<file path="config.mk">
export PLATFORM = sky130hd
export DESIGN_NAME = audio_fifo_irq_unit
export DESIGN_NICKNAME = d
export VERILOG_FILES = /design/src/rtl/audio_fifo_pkg.sv /design/src/rtl/sample_fifo.sv /design/src/rtl/irq_ctrl.sv /design/src/rtl/audio_fifo_irq_unit.sv
export SDC_FILE = /design/constraint.sdc
export NUM_CORES = 1
export LEC_CHECK = 0
export CORE_ASPECT_RATIO = 1.25
export CORE_MARGIN = 3
export CORE_UTILIZATION = 55
export CTS_BUF_LIST = sky130_fd_sc_hd__clkbuf_2 sky130_fd_sc_hd__clkbuf_4 sky130_fd_sc_hd__clkbuf_8
export DETAILED_ROUTE_END_ITERATION = 8
export PLACE_DENSITY_LB_ADDON = 0.3
export SETUP_SLACK_MARGIN = 0.2
export SLEW_MARGIN = 20
export SYNTH_ARGS = -nofsm -noshare
export SYNTH_HDL_FRONTEND = slang
export SYNTH_SLANG_ARGS = --single-unit
</file>
<file path="constraint.sdc">
create_clock -name clk -period 3.5 [get_ports clk]
set_input_delay 1.05 -clock clk [delete_from_list [all_inputs] [get_ports clk]]
set_output_delay 1.05 -clock clk [all_outputs]
set_load 0.05 [all_outputs]
</file>
<file path="src/rtl/audio_fifo_pkg.sv">
package audio_fifo_pkg;
  localparam int IRQ_W      = 14;
  localparam int IB_PEND    = 0;
  localparam int IB_DONE    = 1;
  localparam int IB_TX_BASE = 2;
  localparam int IB_RX_BASE = 8;
  localparam int OFF_EMPTY  = 0;
  localparam int OFF_AEMPTY = 1;
  localparam int OFF_FULL   = 2;
  localparam int OFF_AFULL  = 3;
  localparam int OFF_STARVE = 4;
  localparam int OFF_OVF    = 5;
  localparam int RXC_FW     = 6;
  localparam int FS_RXC_LSB = 4;
  localparam int FS_RXF_LSB = 10;
  localparam int FS_TXC_LSB = 14;

  typedef struct packed {
    logic afull;
    logic full;
    logic aempty;
    logic empty;
  } lvl_t;
endpackage

</file>
<file path="src/rtl/sample_fifo.sv">
module sample_fifo
  import audio_fifo_pkg::*;
#(
  parameter int W      = 16,
  parameter int DEPTH  = 16,
  parameter int AE_LVL = 4,
  parameter int AF_LVL = 12,
  parameter int CNT_W  = $clog2(DEPTH + 1)
) (
  input  logic             clk,
  input  logic             rst_n,
  input  logic             push,
  input  logic [W-1:0]     wdata,
  input  logic             pop,
  output logic [W-1:0]     rdata,
  output logic [CNT_W-1:0] count,
  output lvl_t             lvl,
  output logic             push_err,
  output logic             pop_err
);
  localparam int AW = (DEPTH > 1) ? $clog2(DEPTH) : 1;
  localparam logic [AW-1:0]    LAST = AW'(DEPTH - 1);
  localparam logic [CNT_W-1:0] FULL_CNT = CNT_W'(DEPTH);

  logic [W-1:0]     mem [DEPTH];
  logic [AW-1:0]    wptr, wptr_n, rptr, rptr_n;
  logic [CNT_W-1:0] cnt_n;
  logic             do_push, do_pop;

  assign lvl.empty  = (count == '0);
  assign lvl.full   = (count == FULL_CNT);
  assign lvl.aempty = (count <= CNT_W'(AE_LVL));
  assign lvl.afull  = (count >= CNT_W'(AF_LVL));

  assign do_push  = push & ~lvl.full;
  assign do_pop   = pop & ~lvl.empty;
  assign push_err = push & lvl.full;
  assign pop_err  = pop & lvl.empty;
  assign rdata    = lvl.empty ? '0 : mem[rptr];

  always_comb begin
    wptr_n = wptr;
    rptr_n = rptr;
    cnt_n  = count;
    if (do_push) wptr_n = (wptr == LAST) ? '0 : wptr + 1'b1;
    if (do_pop)  rptr_n = (rptr == LAST) ? '0 : rptr + 1'b1;
    case ({do_push, do_pop})
      2'b10:   cnt_n = count + 1'b1;
      2'b01:   cnt_n = count - 1'b1;
      default: cnt_n = count;
    endcase
  end

  always_ff @(posedge clk or negedge rst_n) begin
    if (!rst_n) begin
      wptr  <= '0;
      rptr  <= '0;
      count <= '0;
    end else if (do_push || do_pop) begin
      wptr  <= wptr_n;
      rptr  <= rptr_n;
      count <= cnt_n;
    end
  end

  always_ff @(posedge clk) begin
    if (do_push) mem[wptr] <= wdata;
  end
endmodule

</file>
<file path="src/rtl/irq_ctrl.sv">
module irq_ctrl
  import audio_fifo_pkg::*;
(
  input  logic             clk,
  input  logic             rst_n,
  input  lvl_t             tx_lvl,
  input  lvl_t             rx_lvl,
  input  logic             ev_done,
  input  logic             ev_tx_starve,
  input  logic             ev_tx_ovf,
  input  logic             ev_rx_starve,
  input  logic             ev_rx_ovf,
  input  logic             ctl_wr,
  input  logic [IRQ_W-1:0] ctl_wdata,
  input  logic             clr_wr,
  input  logic [IRQ_W-1:0] clr_wdata,
  output logic [IRQ_W-1:0] stat,
  output logic [IRQ_W-1:0] ctl,
  output logic             irq
);
  localparam int NSTK = 5;

  logic [NSTK-1:0]  sticky, sticky_n, set_v, clr_v;
  logic [IRQ_W-1:0] ctl_n, src;
  logic             pending;

  assign set_v = {ev_rx_ovf, ev_rx_starve, ev_tx_ovf, ev_tx_starve, ev_done};
  assign clr_v = clr_wr ? {clr_wdata[IB_RX_BASE + OFF_OVF],
                           clr_wdata[IB_RX_BASE + OFF_STARVE],
                           clr_wdata[IB_TX_BASE + OFF_OVF],
                           clr_wdata[IB_TX_BASE + OFF_STARVE],
                           clr_wdata[IB_DONE]} : '0;

  always_comb begin
    sticky_n = (sticky & ~clr_v) | set_v;
    ctl_n    = ctl_wr ? ctl_wdata : ctl;
  end

  always_ff @(posedge clk or negedge rst_n) begin
    if (!rst_n) begin
      sticky <= '0;
      ctl    <= '0;
    end else begin
      sticky <= sticky_n;
      ctl    <= ctl_n;
    end
  end

  always_comb begin
    src = '0;
    src[IB_DONE]                 = sticky[0];
    src[IB_TX_BASE + OFF_EMPTY]  = tx_lvl.empty;
    src[IB_TX_BASE + OFF_AEMPTY] = tx_lvl.aempty;
    src[IB_TX_BASE + OFF_FULL]   = tx_lvl.full;
    src[IB_TX_BASE + OFF_AFULL]  = tx_lvl.afull;
    src[IB_TX_BASE + OFF_STARVE] = sticky[1];
    src[IB_TX_BASE + OFF_OVF]    = sticky[2];
    src[IB_RX_BASE + OFF_EMPTY]  = rx_lvl.empty;
    src[IB_RX_BASE + OFF_AEMPTY] = rx_lvl.aempty;
    src[IB_RX_BASE + OFF_FULL]   = rx_lvl.full;
    src[IB_RX_BASE + OFF_AFULL]  = rx_lvl.afull;
    src[IB_RX_BASE + OFF_STARVE] = sticky[3];
    src[IB_RX_BASE + OFF_OVF]    = sticky[4];
    pending = |(src & ctl & ~(IRQ_W'(1) << IB_PEND));
    stat = src;
    stat[IB_PEND] = pending;
  end

  assign irq = pending & ctl[IB_PEND];
endmodule

</file>
<file path="src/rtl/audio_fifo_irq_unit.sv">
module audio_fifo_irq_unit
  import audio_fifo_pkg::*;
#(
  parameter int DATA_W = 16,
  parameter int DEPTH  = 16,
  parameter int AE_LVL = 4,
  parameter int AF_LVL = 12,
  parameter int CNT_W  = $clog2(DEPTH + 1)
) (
  input  logic                      clk,
  input  logic                      rst_n,
  input  logic                      port_en,
  input  logic                      cpu_tx_wr,
  input  logic [DATA_W-1:0]         cpu_tx_wdata,
  input  logic                      cpu_tx_rd,
  output logic [DATA_W-1:0]         cpu_tx_rdata,
  input  logic                      cpu_rx_rd,
  output logic [DATA_W-1:0]         cpu_rx_rdata,
  input  logic                      ser_tx_pop,
  output logic [DATA_W-1:0]         ser_tx_data,
  input  logic                      ser_rx_push,
  input  logic [DATA_W-1:0]         ser_rx_data,
  input  logic                      xfer_done,
  input  logic                      irq_ctl_wr,
  input  logic [IRQ_W-1:0]          irq_ctl_wdata,
  input  logic                      irq_clr_wr,
  input  logic [IRQ_W-1:0]          irq_clr_wdata,
  output logic [FS_TXC_LSB+CNT_W-1:0] fifo_stat,
  output logic [IRQ_W-1:0]          irq_stat,
  output logic [IRQ_W-1:0]          irq_ctl,
  output logic                      irq
);
  logic [DATA_W-1:0] tx_head;
  logic [CNT_W-1:0]  tx_cnt, rx_cnt;
  lvl_t              tx_lvl, rx_lvl;
  logic              tx_pop, tx_werr, tx_rerr, rx_werr, rx_rerr;

  assign tx_pop = ser_tx_pop | (cpu_tx_rd & ~port_en);

  sample_fifo #(.W(DATA_W), .DEPTH(DEPTH), .AE_LVL(AE_LVL), .AF_LVL(AF_LVL), .CNT_W(CNT_W)) u_txq (
    .clk(clk), .rst_n(rst_n), .push(cpu_tx_wr), .wdata(cpu_tx_wdata), .pop(tx_pop),
    .rdata(tx_head), .count(tx_cnt), .lvl(tx_lvl), .push_err(tx_werr), .pop_err(tx_rerr));

  sample_fifo #(.W(DATA_W), .DEPTH(DEPTH), .AE_LVL(AE_LVL), .AF_LVL(AF_LVL), .CNT_W(CNT_W)) u_rxq (
    .clk(clk), .rst_n(rst_n), .push(ser_rx_push), .wdata(ser_rx_data), .pop(cpu_rx_rd),
    .rdata(cpu_rx_rdata), .count(rx_cnt), .lvl(rx_lvl), .push_err(rx_werr), .pop_err(rx_rerr));

  assign ser_tx_data  = tx_head;
  assign cpu_tx_rdata = tx_head;

  always_comb begin
    fifo_stat = '0;
    fifo_stat[3:0] = tx_lvl;
    fifo_stat[FS_RXC_LSB +: RXC_FW] = RXC_FW'(rx_cnt);
    fifo_stat[FS_RXF_LSB +: 4] = rx_lvl;
    fifo_stat[FS_TXC_LSB +: CNT_W] = tx_cnt;
  end

  irq_ctrl u_irq (
    .clk(clk), .rst_n(rst_n), .tx_lvl(tx_lvl), .rx_lvl(rx_lvl), .ev_done(xfer_done),
    .ev_tx_starve(tx_rerr), .ev_tx_ovf(tx_werr), .ev_rx_starve(rx_rerr), .ev_rx_ovf(rx_werr),
    .ctl_wr(irq_ctl_wr), .ctl_wdata(irq_ctl_wdata), .clr_wr(irq_clr_wr), .clr_wdata(irq_clr_wdata),
    .stat(irq_stat), .ctl(irq_ctl), .irq(irq));
endmodule

</file>
==> metrics.md <==
| Metric | Value |
|---|---|
| RSZ-0062 raised after global routing | true |
| Most common cell after layout, fill and taps aside | edfxtp_1 |
| Max Root-Sink Buffers | 3 |
| # fillers | 2479 |
| Worst Setup Slack, final | -104 ps |
| Cell Rows | 82 |
| Antenna cells | 0 |
| Final Setup Violations | 32 |
| ANT nets after route | 0 |
| Global-route wire length before repair | 72.6 mm |
| Seq pwr share | 32.1% |
| Synth Register Bits | 557 |
| Layout cells sized above 1 | 39.8% |
| Cells after Synth | 1101 |
| Drt wl/cell | 24.0 um |
| Slew margin rel. | 50.7% |
| Vias | 11484 |
| R2R setup slack | 800 ps |
| DRC | 0 |
| Nets | 1459 |
| Placeable Area | 0.0402 mm^2 |
| GP Congestion | 0.803 |
| Top cells by area, synth | edfxtp_1 (69%), mux4_2 (13%), dfrtp_1 (5.0%) |
| CP startpoint | u_txq.rptr[0] |
| Total Routing Usage GR | 22.2% |
| Crit path capture type | primary output |
| Latest clock arrival within the worst-skew pair | 630 ps |
| Post-synth EDFFs | 512 |
| Maximum clock rate | 0.277 GHz |
| Peak VDD IR | 0.000766 V |
| Main synth FF type | edfxtp_1 |
| Combinational share of power | 48.8% |
| Max-Cap Viols | 0 |
| CTS Root Buffer Type | clkbuf_8 |
| Syn Area/Cell | 20.4 um^2 |
| Die ar. | 0.0433 mm^2 |
| Switch Pwr | 9650 uW |
| Switching part of the total | 36.6% |
| Die span in x | 187 um |
| Total chip power | 26300 uW |
| Slew Viols, Final | 0 |
| Largest net degree at the start of global routing | 52 |
| H-tree Lvls | 3 |
| Fin Setup TNS | -1310 ps |
| Final Util | 69.7% |
| CP Data Required Time | 2450 ps |
| Power density over the cells | 940 mW/mm^2 |
| Crit-path max FO | 6 |
| Initial antenna violation count | 0 |
| Pleak | 0.00960 uW |
| Clk pin slew, worst setup/hold paths | 70 ps |
| Reg-to-Reg Start | u_txq.count[3] |
| Starting Density | 55.8% |
| Failing checks | negative setup slack |
| Vias in the first global route | 12275 |
| Status | complete, but fails checks |
| Commonest non-fill, non-tap cells in the layout | edfxtp_1 (512), mux4_2 (128), clkdlybuf4s50_1 (89) |
| Total grt overflow | 0 |
| TritonCTS clock tree | built |
| Reg2reg end | u_txq.count[4] |
| Depth of the worst register-to-register path | 11 |
| Boundary Pins | 167 |
| Pint | 16700 uW |
| Synth top area share | 68.5% |
| Drt via density | 5.80 |
| Slew @ Worst Pin | 740 ps |
| Share of the clock period used by the worst path | 103% |
| Initial DRC count | 718 |
| P&R area growth vs syn | 25.0% |
| CP Launch Type | flop |
| Library cells used by synthesis | 57 |
| Post-synth top area cell | edfxtp_1 |
| Synthesized area | 0.0224 mm^2 |
| Min cycle time layout | 3600 ps |
| Worst Skew | 26.9 ps |
| First-pass DRT Iterations | 5 |
| IO buf count | 156 |
| Hold-fix buffers, CTS | 0 |
| Type of the worst min-delay path | in2async |
| Fin Hold WS | 497 ps |
| Signal arrival time at the worst endpoint | 2550 ps |
| Clock share of power | 19.0% |
| Asr flop ratio synth | 8.08% |
| Worst setup path endpoint | ser_tx_data[12] |
| Clock sink total | 557 |
| Total wire length | 47.5 mm |
| Seq/Total Area, Yosys | 73.6% |
| YS warnings | 0 |
| Critical setup path kind | reg2out |
| Syn nets | 1189 |
| Die height | 232 um |
| Clock buffer count from CTS | 83 |
| HPWL after detailed placement | 28.4 mm |
| Final Hold Viols | 0 |
| DP Worst Slack | -4.71 ps |
## worst min path at each step
stage / from / to / slack (ps)
6_report: rst_n / u_rxq.wptr[2] / 500
5_1_grt: rst_n / u_rxq.count[2] / 530
4_1_cts: rst_n / u_rxq.wptr[2] / 470
3_5_place_dp: u_irq.sticky[0] / u_irq.sticky[0] / 500
3_3_place_gp: u_irq.sticky[0] / u_irq.sticky[0] / 500
2_1_floorplan: u_rxq.rptr[3] / u_rxq.rptr[3] / 480
## through the flow
| step | area [um^2] | std cells |
|---|---|---|
| final | 28000 | 1979 |
| after floorplan | 22700 | 1101 |
| after global routing | 28000 | 1979 |
| after CTS | 27900 | 1971 |
| after detailed placement | 25500 | 1791 |
| after global placement | 25500 | 1791 |
## registers in the layout (all words and copies together) (netlist names)
| name | count |
|---|---|
| u_rxq.mem | 256 |
| u_txq.mem | 256 |
| u_irq.ctl | 14 |
| u_irq.sticky | 5 |
| u_rxq.count | 5 |
| u_txq.count | 5 |
| u_rxq.rptr | 4 |
| u_rxq.wptr | 4 |
| u_txq.rptr | 4 |
| u_txq.wptr | 4 |
## worst max-delay path, cell delays in order, from the launching register on
cell	delay (ps)
dfrtp_4	500
buf_12	160
buf_8	130
buf_16	140
mux4_2	420
mux2i_1	170
buf_4	160
o22ai_4	90
buf_12	160
## layer usage
metal | GRT usage [%] | share of wire [%] | up-vias
li1 | - | - | 5040
met1 | 26.3 | 35 | 5943
met2 | 40.5 | 55 | 416
met3 | 4.95 | 6.8 | 85
met4 | 7.35 | 2.5 | 0
met5 | 0 | 0 | -
## what timing repair did
item,CTS,global route
pin swaps,18,16
setup buffers,26,8
endpoints found under the setup margin,66,53
cloned,7,0
resized for setup,128,26
## synthesized netlist by cell type (all sizes together), types with 8 or more instances
library cell	number
nor3	11
ha	17
mux4	128
nand3	8
inv	15
nor2	20
o22ai	32
mux2i	64
nand2b	9
clkbuf	22
mux2	19
dfrtp	45
o21ai	12
nand2	30
edfxtp	512
buf	65
## area by class of cell
type                    instances  area (um^2)  share of cell area (%)
clock inverters                26          134                   0.478
multi-input cells             442         5930                    21.1
well taps                     546          683                    2.44
flip-flops and latches        557        16500                    58.9
clock buffers                 121         1450                    5.18
inverters                      15         56.3                   0.201
repair buffers                272         3260                    11.6
## power groups by stage
stage          Combinational [uW]  Clock (uW)  Sequential [uW]
6_report                    12900        5020             8460
5_1_grt                     13400        5420             8540
4_1_cts                     12700        5130             8460
3_5_place_dp                11200           0             8710
3_3_place_gp                11000           0             8660
2_1_floorplan                7520           0             8630
## kinds of logic (layout without fill, tap and decap cells)
kind of cell               count (synthesis)  after routing  synth area share (%)
and+or+nand+nor                          113            113                  2.82
muxes                                    211            211                  16.7
DFF                                      557            557                  73.6
AOI/OAI and AO/OA                         88             88                  2.66
other                                      1              1                0.0167
adders and majority gates                 17             17                 0.948
buffers and inverters                    102            434                  2.87
xor gates and xnor gates                  12             12                 0.469
No activity file was read; power rests on OpenSTA's default activity.
